$ cat src/rtl/dtg_pkg.sv
package dtg_pkg;
   localparam int unsigned DTG_DW     = 32;
   localparam int unsigned DTG_AW     = 3;
   localparam int unsigned DTG_HI_LSB = 16;

   localparam logic [DTG_AW-1:0] RA_HTIM = 3'd0;
   localparam logic [DTG_AW-1:0] RA_HSYN = 3'd1;
   localparam logic [DTG_AW-1:0] RA_VTIM = 3'd2;
   localparam logic [DTG_AW-1:0] RA_VSYN = 3'd3;
   localparam logic [DTG_AW-1:0] RA_CTRL = 3'd4;

   localparam int unsigned CB_TEN   = 0;
   localparam int unsigned CB_PLANE = 1;
   localparam int unsigned CB_HPOL  = 2;
   localparam int unsigned CB_VPOL  = 3;
   localparam int unsigned CB_CPH   = 4;

   typedef struct packed {
      logic cph;
      logic vpol;
      logic hpol;
      logic plane;
      logic ten;
   } dtg_ctrl_t;
endpackage

$ cat src/rtl/dtg_axis.sv
module dtg_axis #(
   parameter int unsigned CW = 12
) (
   input  logic          clk,
   input  logic          rst_n,
   input  logic          run,
   input  logic          step,
   input  logic [CW-1:0] last,
   input  logic [CW-1:0] win_at,
   input  logic [CW-1:0] win_len,
   input  logic [CW-1:0] vis_last,
   output logic [CW-1:0] count,
   output logic          wrap,
   output logic          in_win,
   output logic          in_vis
);
   logic [CW-1:0] cnt_q;
   logic          at_end;

   assign at_end = (cnt_q >= last);
   assign wrap   = run & step & at_end;

   always_ff @(posedge clk) begin
      if (!rst_n || !run) begin
         cnt_q <= '0;
      end else if (step) begin
         cnt_q <= at_end ? '0 : cnt_q + 1'b1;
      end
   end

   assign in_win = (cnt_q >= win_at) && ((cnt_q - win_at) < win_len);
   assign in_vis = (cnt_q <= vis_last);
   assign count  = cnt_q;
endmodule

$ cat src/rtl/dtg_regs.sv
module dtg_regs
   import dtg_pkg::*;
#(
   parameter int unsigned CW            = 12,
   parameter bit          HAS_CLK_PHASE = 1'b1
) (
   input  logic              clk,
   input  logic              rst_n,
   input  logic              wr_en,
   input  logic [DTG_AW-1:0] addr,
   input  logic [DTG_DW-1:0] wdata,
   input  logic              apply,
   output logic [DTG_DW-1:0] rdata,
   output logic [CW-1:0]     htot,
   output logic [CW-1:0]     hde,
   output logic [CW-1:0]     hss,
   output logic [CW-1:0]     hsw,
   output logic [CW-1:0]     vtot,
   output logic [CW-1:0]     vde,
   output logic [CW-1:0]     vss,
   output logic [CW-1:0]     vsh,
   output dtg_ctrl_t         ctrl
);
   localparam int unsigned HI = DTG_HI_LSB;

   logic [CW-1:0] lo_f, hi_f;
   logic          plane_pend_q;
   dtg_ctrl_t     ctrl_q;
   dtg_ctrl_t     ctrl_rd;
   wire           unused_wbits = &{1'b0, wdata};

   assign lo_f = wdata[CW-1:0];
   assign hi_f = wdata[HI +: CW];

   always_ff @(posedge clk) begin
      if (!rst_n) begin
         htot <= '0; hde <= '0; hss <= '0; hsw <= '0;
         vtot <= '0; vde <= '0; vss <= '0; vsh <= '0;
         ctrl_q       <= '0;
         plane_pend_q <= 1'b0;
      end else begin
         if (apply) ctrl_q.plane <= plane_pend_q;
         if (wr_en) begin
            case (addr)
               RA_HTIM: begin htot <= lo_f; hde <= hi_f; end
               RA_HSYN: begin hss  <= lo_f; hsw <= hi_f; end
               RA_VTIM: begin vtot <= lo_f; vde <= hi_f; end
               RA_VSYN: begin vss  <= lo_f; vsh <= hi_f; end
               RA_CTRL: begin
                  ctrl_q.ten   <= wdata[CB_TEN];
                  ctrl_q.hpol  <= wdata[CB_HPOL];
                  ctrl_q.vpol  <= wdata[CB_VPOL];
                  ctrl_q.cph   <= wdata[CB_CPH] & HAS_CLK_PHASE;
                  plane_pend_q <= wdata[CB_PLANE];
               end
               default: ;
            endcase
         end
      end
   end

   assign ctrl    = ctrl_q;
   assign ctrl_rd = ctrl_q;

   always_comb begin
      rdata = '0;
      case (addr)
         RA_HTIM: begin rdata[CW-1:0] = htot; rdata[HI +: CW] = hde; end
         RA_HSYN: begin rdata[CW-1:0] = hss;  rdata[HI +: CW] = hsw; end
         RA_VTIM: begin rdata[CW-1:0] = vtot; rdata[HI +: CW] = vde; end
         RA_VSYN: begin rdata[CW-1:0] = vss;  rdata[HI +: CW] = vsh; end
         RA_CTRL: rdata[$bits(dtg_ctrl_t)-1:0] = ctrl_rd;
         default: ;
      endcase
   end
endmodule

$ cat src/rtl/raster_timing_gen.sv
module raster_timing_gen
   import dtg_pkg::*;
#(
   parameter int unsigned CW            = 12,
   parameter bit          HAS_CLK_PHASE = 1'b1
) (
   input  logic              clk,
   input  logic              rst_n,
   input  logic              wr_en,
   input  logic [DTG_AW-1:0] addr,
   input  logic [DTG_DW-1:0] wdata,
   output logic [DTG_DW-1:0] rdata,
   output logic [CW-1:0]     h_count,
   output logic [CW-1:0]     v_count,
   output logic              hsync,
   output logic              vsync,
   output logic              disp_active,
   output logic              plane_vis,
   output logic              pix_clk_phase
);
   if (CW < 2 || CW > DTG_HI_LSB) begin : g_cw_bad
      $error("raster_timing_gen: CW must lie in 2..16");
   end

   logic [CW-1:0] htot_r, hde_r, hss_r, hsw_r, vtot_r, vde_r, vss_r, vsh_r;
   dtg_ctrl_t     ctrl_r;
   logic          h_wrap, v_wrap, h_win, v_win, h_vis, v_vis, apply;

   assign apply = ctrl_r.ten && (h_count == '0) && (v_count == vss_r);

   dtg_regs #(.CW(CW), .HAS_CLK_PHASE(HAS_CLK_PHASE)) u_regs (
      .clk(clk), .rst_n(rst_n), .wr_en(wr_en), .addr(addr), .wdata(wdata),
      .apply(apply), .rdata(rdata),
      .htot(htot_r), .hde(hde_r), .hss(hss_r), .hsw(hsw_r),
      .vtot(vtot_r), .vde(vde_r), .vss(vss_r), .vsh(vsh_r),
      .ctrl(ctrl_r)
   );

   dtg_axis #(.CW(CW)) u_hax (
      .clk(clk), .rst_n(rst_n), .run(ctrl_r.ten), .step(1'b1),
      .last(htot_r), .win_at(hss_r), .win_len(hsw_r), .vis_last(hde_r),
      .count(h_count), .wrap(h_wrap), .in_win(h_win), .in_vis(h_vis)
   );

   dtg_axis #(.CW(CW)) u_vax (
      .clk(clk), .rst_n(rst_n), .run(ctrl_r.ten), .step(h_wrap),
      .last(vtot_r), .win_at(vss_r), .win_len(vsh_r), .vis_last(vde_r),
      .count(v_count), .wrap(v_wrap), .in_win(v_win), .in_vis(v_vis)
   );

   assign hsync       = (ctrl_r.ten & h_win) ^ ctrl_r.hpol;
   assign vsync       = (ctrl_r.ten & v_win) ^ ctrl_r.vpol;
   assign disp_active = ctrl_r.ten & h_vis & v_vis;
   assign plane_vis   = disp_active & ctrl_r.plane;

   if (HAS_CLK_PHASE) begin : g_cph
      assign pix_clk_phase = ctrl_r.cph;
   end else begin : g_no_cph
      assign pix_clk_phase = 1'b0;
   end
endmodule

$ cat config.mk
export PLATFORM = sky130hd
export DESIGN_NAME = raster_timing_gen
export DESIGN_NICKNAME = d
export VERILOG_FILES = /design/src/rtl/dtg_pkg.sv /design/src/rtl/dtg_axis.sv /design/src/rtl/dtg_regs.sv /design/src/rtl/raster_timing_gen.sv
export SDC_FILE = /design/constraint.sdc
export NUM_CORES = 1
export LEC_CHECK = 0
export ABC_AREA = 1
export BUFFER_PORTS_ARGS = -buffer_cell sky130_fd_sc_hd__buf_2
export CORE_UTILIZATION = 54
export CTS_CLUSTER_SIZE = 8
export DETAILED_ROUTE_END_ITERATION = 8
export PLACE_DENSITY = 0.78
export REMOVE_ABC_BUFFERS = 1
export SYNTH_ARGS = -nofsm -noshare
export SYNTH_HDL_FRONTEND = slang
export SYNTH_SLANG_ARGS = --single-unit
export TNS_END_PERCENT = 5
$ cat constraint.sdc
create_clock -name clk -period 2.95 [get_ports clk]
set_input_delay 0.4425 -clock clk [delete_from_list [all_inputs] [get_ports clk]]
set_output_delay 0.4425 -clock clk [all_outputs]
set_load 0.01 [all_outputs]
* Word level (Yosys, flattened, before mapping)
Cells that the tools add are included.
** Storage, ports and cells
- Register bits :: 126
- Output and inout bits :: 61
** Cells by class
- $add $sub $neg :: 4
- Magnitude comparators :: 8
- Eq/ne operators :: 5
- Muxes and demuxes :: 4
- Bitwise operators :: 8
- Reductions and logical operators :: 15
** Operators by type and width (number)
- $ge 12x12->1 :: 4
- $pmux 12 s4 :: 1
- $pmux 7 s4 :: 1
- $pmux 5 s5 :: 1
- $add 12x1->12 const B :: 2
- $le 12x12->1 :: 2
- $lt 12x12->1 :: 2
- $sub 12x12->12 :: 2
- $eq 12x12->1 :: 1
- $logic_not 12->1 :: 1
- $mux 12 :: 1
- $reduce_and 2->1 :: 5
- $and 1x1->1 :: 6
- $eq 3x2->1 const B :: 2
- $logic_and 1x1->1 :: 4
- $eq 3x1->1 const B :: 1
- $eq 3x3->1 const B :: 1
- $logic_not 3->1 :: 1
- $logic_not 1->1 :: 2
- $reduce_or 2->1 :: 1
- $xor 1x1->1 :: 2
- $logic_or 1x1->1 :: 1

* Depth between registers and ports, before layout
Gate-level depths: netlist (run 1).
- Depth after elaboration :: 5
- Depth in mapped cells :: 19
- Gate-level depth less buffers :: 19

* By module
Synthesis (run 1) repeated with hierarchy kept, for this count alone.
** Unflattened totals
- Cells, all modules :: 1504
- Area total of the unflattened synthesis :: 9491.6 µm²
** Modules (own cells, without submodules)
- dtg_regs :: times used 1, cells each 737, area each 4904.7 µm², seq. area each 2042.0 µm²
- dtg_axis at u_hax :: times used 1, cells each 334, area each 2093.3 µm², seq. area each 240.2 µm²
- dtg_axis at u_vax :: times used 1, cells each 333, area each 2092.0 µm², seq. area each 240.2 µm²
- raster_timing_gen :: times used 1, cells each 100, area each 401.6 µm², seq. area each 0.0 µm²

* Worst setup path before layout (run 1)
Ideal clock, no wire load.
- Path kind :: reg2out
- Start point :: register u_hax.cnt_q[0], in the netlist u_hax.count[0]
- End point :: output port hsync
- Arrival time :: 2.553 ns
- Required time :: 2.508 ns
- Slack :: -0.045 ns
- Stages on the path, launching flop included :: 20
- Path through :: dfxtp_1 -> inv_1 -> ha_1 -> inv_1 -> fa_1 -> nand3_1 -> nand2_1 -> a21oi_1 -> nor2_1 -> nor2_1 -> xnor2_1 -> ha_1 -> nand2_1 -> nor2_1 -> nand4_1 -> a21oi_1 -> nor2_1 -> nand3_1 -> nand2_1 -> nand2_1
** On the way
- Longest elaborated chain between the ends :: 5
** Ends and longest elaborated chain
- start: declaration :: line dtg_axis.sv:17 : logic [CW-1:0] cnt_q;
- start signal: assignment :: line dtg_axis.sv:27 : cnt_q <= at_end ? '0 : cnt_q + 1'b1;
- $sub 12x12->12 :: line dtg_axis.sv:31 : assign in_win = (cnt_q >= win_at) && ((cnt_q - win_at) < win_len);
- $lt 12x12->1 :: line dtg_axis.sv:31
- $logic_and 1x1->1 * :: line dtg_axis.sv:31
- $and 1x1->1 * :: line raster_timing_gen.sv:51 : assign hsync = (ctrl_r.ten & h_win) ^ ctrl_r.hpol;
- $xor 1x1->1 * :: line raster_timing_gen.sv:51
- end: declaration :: line raster_timing_gen.sv:15 : output logic hsync,
Mark *: on every way between the ends. The rest lies on a longest branch, timed or not.

* Worst setup path in the final report (run 1)
- Start point :: register u_regs.vss[7]
- End point :: output port vsync
** On the way
- Longest elaborated chain between the ends :: 5
** Ends and longest elaborated chain
- start: declaration :: line dtg_regs.sv:20 : output logic [CW-1:0] vss,
- start signal: assignment :: line dtg_regs.sv:48 : RA_VSYN: begin vss <= lo_f; vsh <= hi_f; end
- $sub 12x12->12 :: line dtg_axis.sv:31
- $lt 12x12->1 :: line dtg_axis.sv:31
- $logic_and 1x1->1 * :: line dtg_axis.sv:31
- $and 1x1->1 * :: line raster_timing_gen.sv:52 : assign vsync = (ctrl_r.ten & v_win) ^ ctrl_r.vpol;
- $xor 1x1->1 * :: line raster_timing_gen.sv:52
- end: declaration :: line raster_timing_gen.sv:16 : output logic vsync,
Marks and branches as above.

==> results of run 1 <==
## power groups by stage
stage / clock [mW] / sequential [mW] / combinational, mW
3_5_place_dp: 0 / 1.81 / 0.761
2_1_floorplan: 0 / 1.80 / 0.498
3_3_place_gp: 0 / 1.81 / 0.740
4_1_cts: 2.30 / 1.77 / 0.797
6_report: 2.30 / 1.77 / 0.849
5_1_grt: 2.36 / 1.78 / 0.944
## cell usage after synthesis (2+ instances only)
cell | n | area, sq um
nand2_4 | 2 | 22.52
o21ai_1 | 28 | 140.1
o221ai_1 | 19 | 166.4
nor3_1 | 5 | 25.02
nand2_1 | 190 | 713.2
a21o_1 | 3 | 22.52
or2_2 | 2 | 12.51
ha_1 | 97 | 1214
buf_4 | 9 | 67.56
a21oi_1 | 153 | 765.7
buf_2 | 13 | 65.06
nand4_1 | 26 | 162.7
inv_1 | 165 | 619.3
nand2_2 | 5 | 31.28
a21oi_4 | 3 | 48.80
clkbuf_1 | 14 | 52.55
fa_1 | 2 | 40.04
o21ai_0 | 87 | 435.4
o22ai_1 | 8 | 50.05
inv_2 | 9 | 33.78
o21bai_1 | 2 | 15.01
xor2_1 | 14 | 122.6
a21boi_0 | 4 | 30.03
dfxtp_1 | 126 | 2522
nand3_1 | 43 | 215.2
buf_6 | 10 | 112.6
a22oi_1 | 19 | 142.6
nor2_2 | 2 | 12.51
o21a_1 | 5 | 37.54
nor2_4 | 3 | 33.78
nor3b_2 | 2 | 25.02
xnor2_1 | 9 | 78.83
nor2_1 | 78 | 292.8
## worst max-delay path, cell delays in order (launching register included)
cell	delay (ns)
dfxtp_1	0.35
inv_1	0.10
ha_4	0.31
nand2_1	0.10
nor2_1	0.16
nand3_1	0.11
nand3_2	0.09
xor2_1	0.16
ha_1	0.26
nand2_1	0.07
inv_1	0.04
nor2_1	0.10
o21a_1	0.15
nand2_1	0.08
nor2_2	0.11
nand3_1	0.09
nand2_1	0.08
nand2_1	0.07
buf_2	0.15
## logic make-up after synthesis
kind of cell / Yosys count / synth area share (%)
DFF: 126 / 29.96
and+or+nand+nor: 364 / 19.08
xor gates and xnor gates: 23 / 2.393
adders and majority gates: 99 / 14.89
AOI/OAI and AO/OA: 333 / 22.19
buffers and inverters: 223 / 11.44
other: 1 / 0.04454
## registers in the layout (all words and copies together) (netlist names), 12 cells and up
register     flops
u_regs.htot     12
u_regs.vde      12
u_regs.vss      12
u_regs.hde      12
u_hax.count     12
u_regs.hss      12
u_regs.vtot     12
u_regs.vsh      12
u_regs.hsw      12
u_vax.count     12
## metrics by stage
step | instances | hold WS [ns]
2_1_floorplan | 1128 | 0.4396
3_3_place_gp | 1481 | 0.4525
3_5_place_dp | 1481 | 0.4575
4_1_cts | 1522 | 0.2920
5_1_grt | 1523 | 0.3439
6_report | 1523 | 0.3046
## final cells by class
class | count | area, sq um | share of cell area (%)
flip-flops and latches | 126 | 2531 | 24.12
repair buffers | 175 | 1109 | 10.56
well taps | 188 | 235.2 | 2.242
clock inverters | 8 | 153.9 | 1.467
clock buffers | 24 | 491.7 | 4.686
multi-input cells | 827 | 5316 | 50.66
inverters | 175 | 656.9 | 6.260
## per-layer routing
layer | GRT usage, % | vias up | part of all wire, %
li1 | - | 4246 | -
met1 | 41.76 | 4102 | 42
met2 | 55.85 | 401 | 48
met3 | 5.272 | 63 | 7.4
met4 | 11.76 | 0 | 2.7
met5 | 0 | - | 0
## how the worst max path moves through the flow
stage              startpoint  endpoint
4_1_cts        u_hax.count[0]     hsync
3_3_place_gp   u_hax.count[0]     hsync
2_1_floorplan  u_hax.count[0]     hsync
3_5_place_dp   u_vax.count[0]     vsync
6_report        u_regs.vss[7]     vsync
5_1_grt        u_hax.count[0]     hsync
## what timing repair did
item / CTS / global route
setup buffers: 9 / 1
endpoints found under the setup margin: 2 / 28
gates resized for setup: 37 / 50
pin swaps: 16 / 26
==> impl_results.md, run 1 <==
* Rel. slew slack at 41.99%
* Period utilization at 117.3%
* Critical path required time at roughly 2.5 ns
* Starting density of the core at 55.38%
* Finished Core Util at 69.03%
* Worst reg2reg startpoint: u_hax.count[0]
* Distinct cells, synth at 45
* Avg WL per Cell at 17.17 microns
* Power per cell area at 469.0 nW/um^2
* GR Util All Layers at 32.76%
* Top Ports at 99
* Commonest non-fill, non-tap cell in the layout: nand2_1
* Final net count at 1,459
* Mean Syn Cell Area at 7.202 sq um
* Global-route wire length before repair at 40,790 microns
* Hold Crit Depth at 3
* Synth Flop Type: dfxtp_1
* Setup TNS at -1.985 ns
* Crit start category: flop
* Fin. max-slew vios at 0
* Placeable core area at 15,200 sq um
* Asr flop ratio synth at 0%
* Full die area at 16,090 sq um
* Inserted Clock Buffers at 17
* Hold Startpoint: wdata[16]
* Largest net degree at the start of global routing at around 100
* Largest fanout on the critical path at 5
* Combinational power share at 17.3%
* Clk pwr share at roughly 47%
* Initial antenna violation count at 0
* Fraction of layout instances using a drive strength above 1 at roughly 23%
* Final hold vios at 0
* Area delta synth->final at 24.64%
* Die height at 126.9 microns
* PortBufs at 82
* Switching share of total power at 27.16%
* Sequential share of the synthesized area at between 20% and 30%
* DRT iter0 DRCs at 864
* Fillers at 1,260
* Synth Instances at about 1,200
* Drt first pass iters at 6
* Worst skew pair latency at 0.43 ns
* FF-to-FF path depth at 21
* Critical path arrival at 3.02 ns
* Hold_buf cts at 0
* Total chip power at 4.922 mW
* Placer Congestion at 0.9046
* Vias in the first global route at about 8,000
* Register-to-register setup slack at 0.04 ns
* Root Driver: clkbuf_16
* Static Leak at ~4.7 nW
* Worst setup margin at -0.5104 ns
* Worst ir drop on vdd at 0.3987 mV
* Mapped Area at 8419 sq um
* Grt total ovfl at 0
* RSZ-0062 raised after global routing: yes
* Total clock sinks at 126
* Antenna Cells at 0
* Power share of the sequential group at 36.1%
* Slew of the pin with the lowest slew margin at 0.8702 ns
* Antenna Nets Post-Route at 0
* Fin area at 10,490 sq um
* CTS max path bufs at 2
* Min Tclk post-route at 3.460 ns
* Clock Skew at 0.007195 ns
* Worst setup path class: flop to primary output
* Routed WL at between 20,000 and 30,000 microns
* Clock Pin Slew Worst Setup and Hold Paths at 0.06 ns
* Setup Viol. Count Final at 4
* Critical path endpoint category: primary output
* Fmax at approximately 290 MHz
* Dpl ws at -0.2088 ns
* Vias at 8,812
* MaxCap Viol Count at 0
* DRC viols at 0
* Via-to-Cell Ratio at a little under 6
* DIE WIDTH at roughly 130 microns
* Area after DPL at 9408 sq um
* Status: finished with violations
* Floorplan row count at 45
* RR Endpoint: u_vax.count[0]
* Ys Warns at 0
* Worst Hold End: u_regs.hsw[0]
* Worst Hold Class: input port to flop
* Yosys reg bits at 126
* Most frequent cells in the layout: 181 x nand2_1, 160 x inv_1, 139 x a21oi_1
* Hpwl dp at 18,850 microns
* CTS tree: built
* Post-synth EDFFs at 0
* H-tree levels at 4
* Internal Dissipation at between 3 and 4 mW
* Failing checks: negative setup slack
* Sw Pwr at 1.337 mW
(Power assumes the default switching activity.)
==> run 2: changes to the inputs <==
- CORE_UTILIZATION: 54 -> 55
- SYNTH_HIERARCHICAL: unset -> 1
==> impl_results.md, run 2 <==
* Status: finished with violations
* Failing checks: negative setup slack
* Cells along the critical path: inv_2 > buf_4 > buf_4 > buf_4 > buf_4 > buf_4 > buf_4 > buf_4 > buf_4 > buf_4 > ha_1 > nor2_1 > nor2_1 > o21ai_1 > a21oi_1 > nand3_1 > nand2_2 > and3_2 > and2_1 > buf_2
* Total chip power at 5.031 mW (+2.2%)
* Min Hold Slack at 0.2963 ns (-0.008270 ns)
* DRC viols at 0 (unchanged)
* Register-to-register setup slack at -0.23 ns (-0.27 ns)
* Mapped Area at 9484 sq um (+13%)
* Fillers at 1,360 (+7.9%)
* GR Util All Layers at 33.27% (+0.51 points)
* Worst path max stage delay at 0.33 ns (-0.02 ns)
* CTS tree: built
* Avg WL per Cell at 15.64 microns (-8.9%)
* Slowest CP cell: dfxtp_2
* Fin. max-slew vios at 0 (unchanged)
* Power per cell area at 428.7 nW/um^2 (-8.6%)
* Largest net degree at the start of global routing at 73 (-28%)
* Most frequent cells in the layout: 374 x nand2_1, 248 x inv_1, 173 x nor2_1
* Area delta synth->final at 23.73%
* FF-to-FF path depth at 27 (+29%)
* RSZ-0062 raised after global routing: yes
* Largest fanout on the critical path at 3 (-2)
* CTS max path bufs at 2 (unchanged)
* Clock Skew at 0.008773 ns (+0.001577 ns)
* Rel. slew slack at 48.15% (+6.2 points)
* Hold Startpoint: wdata[24]
* Worst skew pair latency at 0.43 ns (about the same)
* Clock Pin Slew Worst Setup and Hold Paths at 0.06 ns (about the same)
* Worst setup margin at -0.6695 ns (-0.1591 ns)
* Initial antenna violation count at 0 (unchanged)
* Synth Instances at 1,502 (+28%)
* Root Driver: clkbuf_16
* Critical path required time at 2.51 ns (about the same)
* Vias at 10,500 (+19%)
* H-tree levels at 4 (unchanged)
* Drt first pass iters at 8 (+2)
* Top Ports at 99 (unchanged)
* Commonest non-fill, non-tap cell in the layout: nand2_1
* Antenna Nets Post-Route at 0 (unchanged)
* MaxCap Viol Count at 0 (unchanged)
* Critical path depth at 20 (+2)
* Routed WL at 29,680 microns (+13%)
* Placeable core area at 16,700 sq um (+9.9%)
* Min Tclk post-route at 3.619 ns (+0.1591 ns)
* Full die area at 17,770 sq um (+10%)
* Hpwl dp at 21,070 microns (+12%)
* Slew of the pin with the lowest slew margin at 0.7777 ns (-0.09246 ns)
* Starting density of the core at 56.79% (+1.4 points)
* Critical path endpoint category: primary output
* Total clock sinks at 126 (unchanged)
* Crit start category: flop
* Final hold vios at 0 (unchanged)
* Global-route wire length before repair at 46,930 microns (+15%)
* Hold Crit Depth at 3 (unchanged)
* Fraction of layout instances using a drive strength above 1 at 18.53% (-4.4 points)
* Grt total ovfl at 0 (unchanged)
* Via-to-Cell Ratio at 5.530 (-4.4%)
* Period utilization at 122.7% (+5.4 points)
* Vias in the first global route at 9,516 (+19%)
* Worst Hold End: u_regs/vsh[8]
* Most frequent CP cell: buf_4
* Floorplan row count at 47 (+4.4%)
* Reg area at 2529 sq um (about the same)
* DRT iter0 DRCs at 1,215 (+41%)
* Worst ir drop on vdd at 0.4120 mV (+3.3%)
* PortBufs at 82 (unchanged)
* Top delay family on crit path: buffers and inverters
* Worst setup path class: flop to primary output
* Setup Viol. Count Final at 14 (+10)
* Placer Congestion at 0.9462 (+4.6%)
* Worst reg2reg startpoint: u_hax/count[0]
* Mean Syn Cell Area at 6.314 sq um (-12%)
* Inserted Clock Buffers at 17 (unchanged)
* Fmax at 276.3 MHz (-4.4%)
* Final net count at 1,801 (+23%)
* Worst Path Buf+Inv at 11 (+8)
* Die height at 133.3 microns (+5.1%)
* Critical path arrival at 3.18 ns (+0.16 ns)
* RR Endpoint: u_vax/count[11]
* DIE WIDTH at 133.3 microns (+5.1%)
* Static Leak at 5.777 nW (+22%)
* Hold_buf cts at 0 (unchanged)
* Worst Hold Class: input port to flop
* Antenna Cells at 0 (unchanged)
* Ys Warns at 6 (+6)
* Multi-input gate area at 5943 sq um (+12%)
==> run 2: changes by cell type in the layout (fill, tap and decap cells not counted), sizes merged, moves of 29 or more <==
cell,delta
nor2,+101
inv,+85
o21ai,-99
buf,+29
a21oi,-62
nand2,+197
nand3,+46
nand4,+85
==> run 2: worst reg2reg max path: stages (launching register included) <==
cell	delay (ns)
dfxtp_2	0.33
inv_2	0.05
buf_4	0.12
buf_4	0.12
buf_4	0.12
buf_4	0.12
buf_4	0.12
buf_4	0.12
buf_4	0.12
buf_4	0.12
buf_4	0.14
ha_1	0.27
nand2_1	0.04
nand3_1	0.08
nand2_1	0.06
nand2_2	0.07
nand2_1	0.06
nand2_1	0.08
nand2_2	0.07
nor2_4	0.16
nand2_2	0.11
nor2_4	0.16
nand4_4	0.13
nor2_4	0.13
nand2_1	0.06
nand2_1	0.05
nand2_1	0.04
nor2_1	0.09
==> run 2: power breakdown <==
part	leakage [nW]	switching [mW]	internal (mW)
logic	4.42	0.515	0.302
clock network	0.331	0.829	1.61
registers	1.02	0.0342	1.74
==> run 2: through the flow <==
stage               TNS [ns]  cell area, sq um  setup slack (ns)  std cells  util [%]
detailed placement   -0.5600             10720           -0.3032       1858     64.21
floorplan            -0.1729              9170          -0.08789       1442         -
finish                -3.598             11740           -0.6695       1898     70.27
global route          -5.279             11740           -0.7963       1898     70.27
CTS                   -2.355             11570           -0.6458       1897     69.26
global placement     -0.5010             10720           -0.2746       1858     64.21
==> run 2: area by class of cell <==
type,instances,share of cell area [%]
timing repair buffer,204,11.44
tap,220,2.346
clock inverter,14,2.026
inverter,258,8.252
multi-input combinational,1058,50.65
sequential,126,21.55
clock buffer,18,3.742
==> run 2: worst max path at each step <==
stage / startpoint / to / slack, ns
after floorplan: u_hax/count[0] / hsync / -0.09
after global placement: u_vax/count[0] / vsync / -0.27
after detailed placement: u_vax/count[0] / vsync / -0.30
after CTS: u_vax/count[0] / vsync / -0.65
after global routing: u_regs/hss[2] / hsync / -0.80
final: u_hax/count[0] / plane_vis / -0.67
==> run 2: timing repair <==
action                                  CTS  global route
resized for setup                        32            37
setup buffers                             7             1
pin swaps                                19            27
endpoints found under the setup margin    2            16
==> run 2: metal layers <==
layer	share of wire, %	track usage [%]	up-vias
met1	41	42.85	4803
met4	2.7	12.06	0
li1	-	-	5085
met2	47	55.38	531
met3	8.7	6.164	77
met5	0	0	-
==> run 3: changes to the inputs <==
- CORE_ASPECT_RATIO: unset -> 1.1
- GPL_TIMING_DRIVEN: unset -> 0
==> impl_results.md, run 3 (same netlist as run 2, synthesis figures left out) <==
* Fin area at 11,290 sq um (-3.8%)
* Largest fanout on the critical path at 3 (unchanged)
* Most frequent cells in the layout: 379 x nand2_1, 249 x inv_1, 171 x nor2_1
* Rel. slew slack at 17.32% (-31 points)
* Fraction of layout instances using a drive strength above 1 at 16.42% (-2.1 points)
* Critical path arrival at 3.17 ns (about the same)
* Antenna Cells at 0 (unchanged)
* Largest net degree at the start of global routing at 81 (+11%)
* Final hold vios at 0 (unchanged)
* Full die area at 17,770 sq um (about the same)
* Hpwl dp at 19,030 microns (-9.7%)
* Worst setup path class: flop to primary output
* PortBufs at 82 (unchanged)
* MaxCap Viol Count at 0 (unchanged)
* Worst setup margin at -0.6588 ns (+0.01064 ns)
* Root Driver: clkbuf_16
* Non-Filler Instances at 1,817 (-4.3%)
* Static Leak at 5.340 nW (-7.6%)
* CTS max path bufs at 2 (unchanged)
* Critical path required time at 2.51 ns (about the same)
* Placed Instances at 1,762 (-5.2%)
* Power per cell area at 435.6 nW/um^2 (+1.6%)
* Worst path max stage delay at 0.35 ns (+0.02 ns)
* Setup Viol. Count Final at 2 (-12)
* Slew of the pin with the lowest slew margin at 1.237 ns (+0.4590 ns)
* Area delta synth->final at 19.05%
* Critical path endpoint category: primary output
* Vias in the first global route at 9,291 (-2.4%)
* Min Tclk post-route at 3.609 ns (-0.01064 ns)
* Inserted Clock Buffers at 17 (unchanged)
* Initial antenna violation count at 0 (unchanged)
* Fin. max-slew vios at 0 (unchanged)
* Period utilization at 122.3% (-0.36 points)
* Status: finished with violations
* Starting density of the core at 55.94% (-0.85 points)
* Slowest CP cell: dfxtp_4
* Crit start category: flop
* Global-route wire length before repair at 45,110 microns (-3.9%)
* Worst Hold Class: input port to flop
* Area after DPL at 9952 sq um (-7.2%)
* Vias at 10,030 (-4.5%)
* Die height at 139.7 microns (+4.8%)
* Placer Congestion at 0.9002 (-4.9%)
* Worst ir drop on vdd at 0.3682 mV (-11%)
* CTS tree: built
* Grt total ovfl at 0 (unchanged)
* DIE WIDTH at 127.2 microns (-4.6%)
* Dpl ws at -0.9811 ns (-0.6779 ns)
* Routed WL at 28,850 microns (-2.8%)
* Final net count at 1,706 (-5.3%)
* Min Hold Slack at 0.2990 ns (+0.002647 ns)
* Floorplan row count at 50 (+6.4%)
* Antenna Nets Post-Route at 0 (unchanged)
* Cells along the critical path: inv_4 > ha_4 > inv_2 > fa_2 > nand3_2 > nand3_4 > a31oi_4 > xor2_1 > ha_1 > nand2_1 > inv_1 > o21ai_1 > a21oi_1 > nor2_1 > nand2_1 > nor2_4 > nand2_2 > xnor2_2 > buf_2
* Drt first pass iters at 5 (-3)
* Clock Skew at 0.005688 ns (-0.003085 ns)
* Most frequent CP cell: nand2_1
* Worst skew pair latency at 0.42 ns (about the same)
* Fillers at 1,434 (+5.4%)
* RSZ-0062 raised after global routing: yes
* Failing checks: negative setup slack
* DRC viols at 0 (unchanged)
* Total clock sinks at 126 (unchanged)
* Via-to-Cell Ratio at 5.518 (-0.22%)
* DRT iter0 DRCs at 1,133 (-6.7%)
* Top Ports at 99 (unchanged)
* Commonest non-fill, non-tap cell in the layout: nand2_1
* Clock Pin Slew Worst Setup and Hold Paths at 0.06 ns (about the same)
* GR Util All Layers at 32.16% (-1.1 points)
* Avg WL per Cell at 15.88 microns (+1.5%)
* Placeable core area at 16,950 sq um (+1.5%)
* H-tree levels at 4 (unchanged)
* Total chip power at 4.918 mW (-2.3%)
* Fmax at 277.1 MHz (+0.29%)
run 3: changes by cell type in the layout (fill, tap and decap cells not counted), moves of 3 or more:
cell      change
clkinv_2      +3
inv_2         -5
ha_4          +9
dfxtp_4      +19
nand2_1       +5
a21oi_2       +3
dfxtp_2      +11
ha_1         -11
dfxtp_1      -30
a21oi_1       -3
nand2_2       -4
buf_4        -96
run 3: routing by layer:
metal | share of wire (%) | vias up | track usage, % | wire [microns]
li1 | - | 4897 | - | -
met1 | 41 | 4604 | 39.75 | 11920
met2 | 49 | 444 | 54.05 | 14020
met3 | 6.7 | 81 | 5.075 | 1941
met4 | 3.3 | 0 | 16.17 | 957
met5 | 0 | - | 0 | 0
run 3: where the power goes:
part / switching (mW) / total [mW] / internal (mW)
clock network: 0.804 / 2.34 / 1.54
logic: 0.516 / 0.810 / 0.294
registers: 0.0409 / 1.77 / 1.73
total: 1.36 / 4.92 / 3.56
run 3: timing repair:
action | CTS | global route
setup buffers | 13 | 10
hold buffers | 0 | 0
resized for setup | 77 | 60
pin swaps | 19 | 24
setup endpoints to repair | 75 | 22
run 3: worst max-delay path: cells and delay by family, from the launching register on:
family                     cells  cell delay, ns
buffers and inverters          4            0.28
xor gates and xnor gates       2            0.34
adders and majority gates      3            0.73
and+or+nand+nor                7            0.70
AOI/OAI and AO/OA              3            0.34
DFF                            1            0.35
run 3: path summary, 6_finish.rpt:
check | depth (start not counted) | slack, ns | to | start
min reg2reg | 2 | 0.47 | u_regs/ctrl[1] | u_regs/plane_pend_q
min | 3 | 0.30 | u_regs/vsh[1] | wdata[17]
max reg2reg | 18 | 0.21 | u_vax/count[11] | u_regs/htot[10]
max | 19 | -0.66 | hsync | u_hax/count[0]
run 3: final cells by class:
| class | count | area [sq um] | area share (%) |
|---|---|---|---|
| repair buffers | 109 | 664.4 | 5.884 |
| clock inverters | 12 | 190.2 | 1.684 |
| flip-flops and latches | 126 | 2614 | 23.15 |
| multi-input cells | 1058 | 6087 | 53.91 |
| inverters | 258 | 985.9 | 8.732 |
| well taps | 234 | 292.8 | 2.593 |
| clock buffers | 20 | 456.7 | 4.045 |
run 3: metrics by stage:
step	setup TNS, ns	util [%]
final	-1.296	66.60
after global placement	-130.93	58.24
after CTS	-1.424	64.52
after global routing	-1.571	66.60
after floorplan	-0.1729	-
after detailed placement	-60.02	58.70
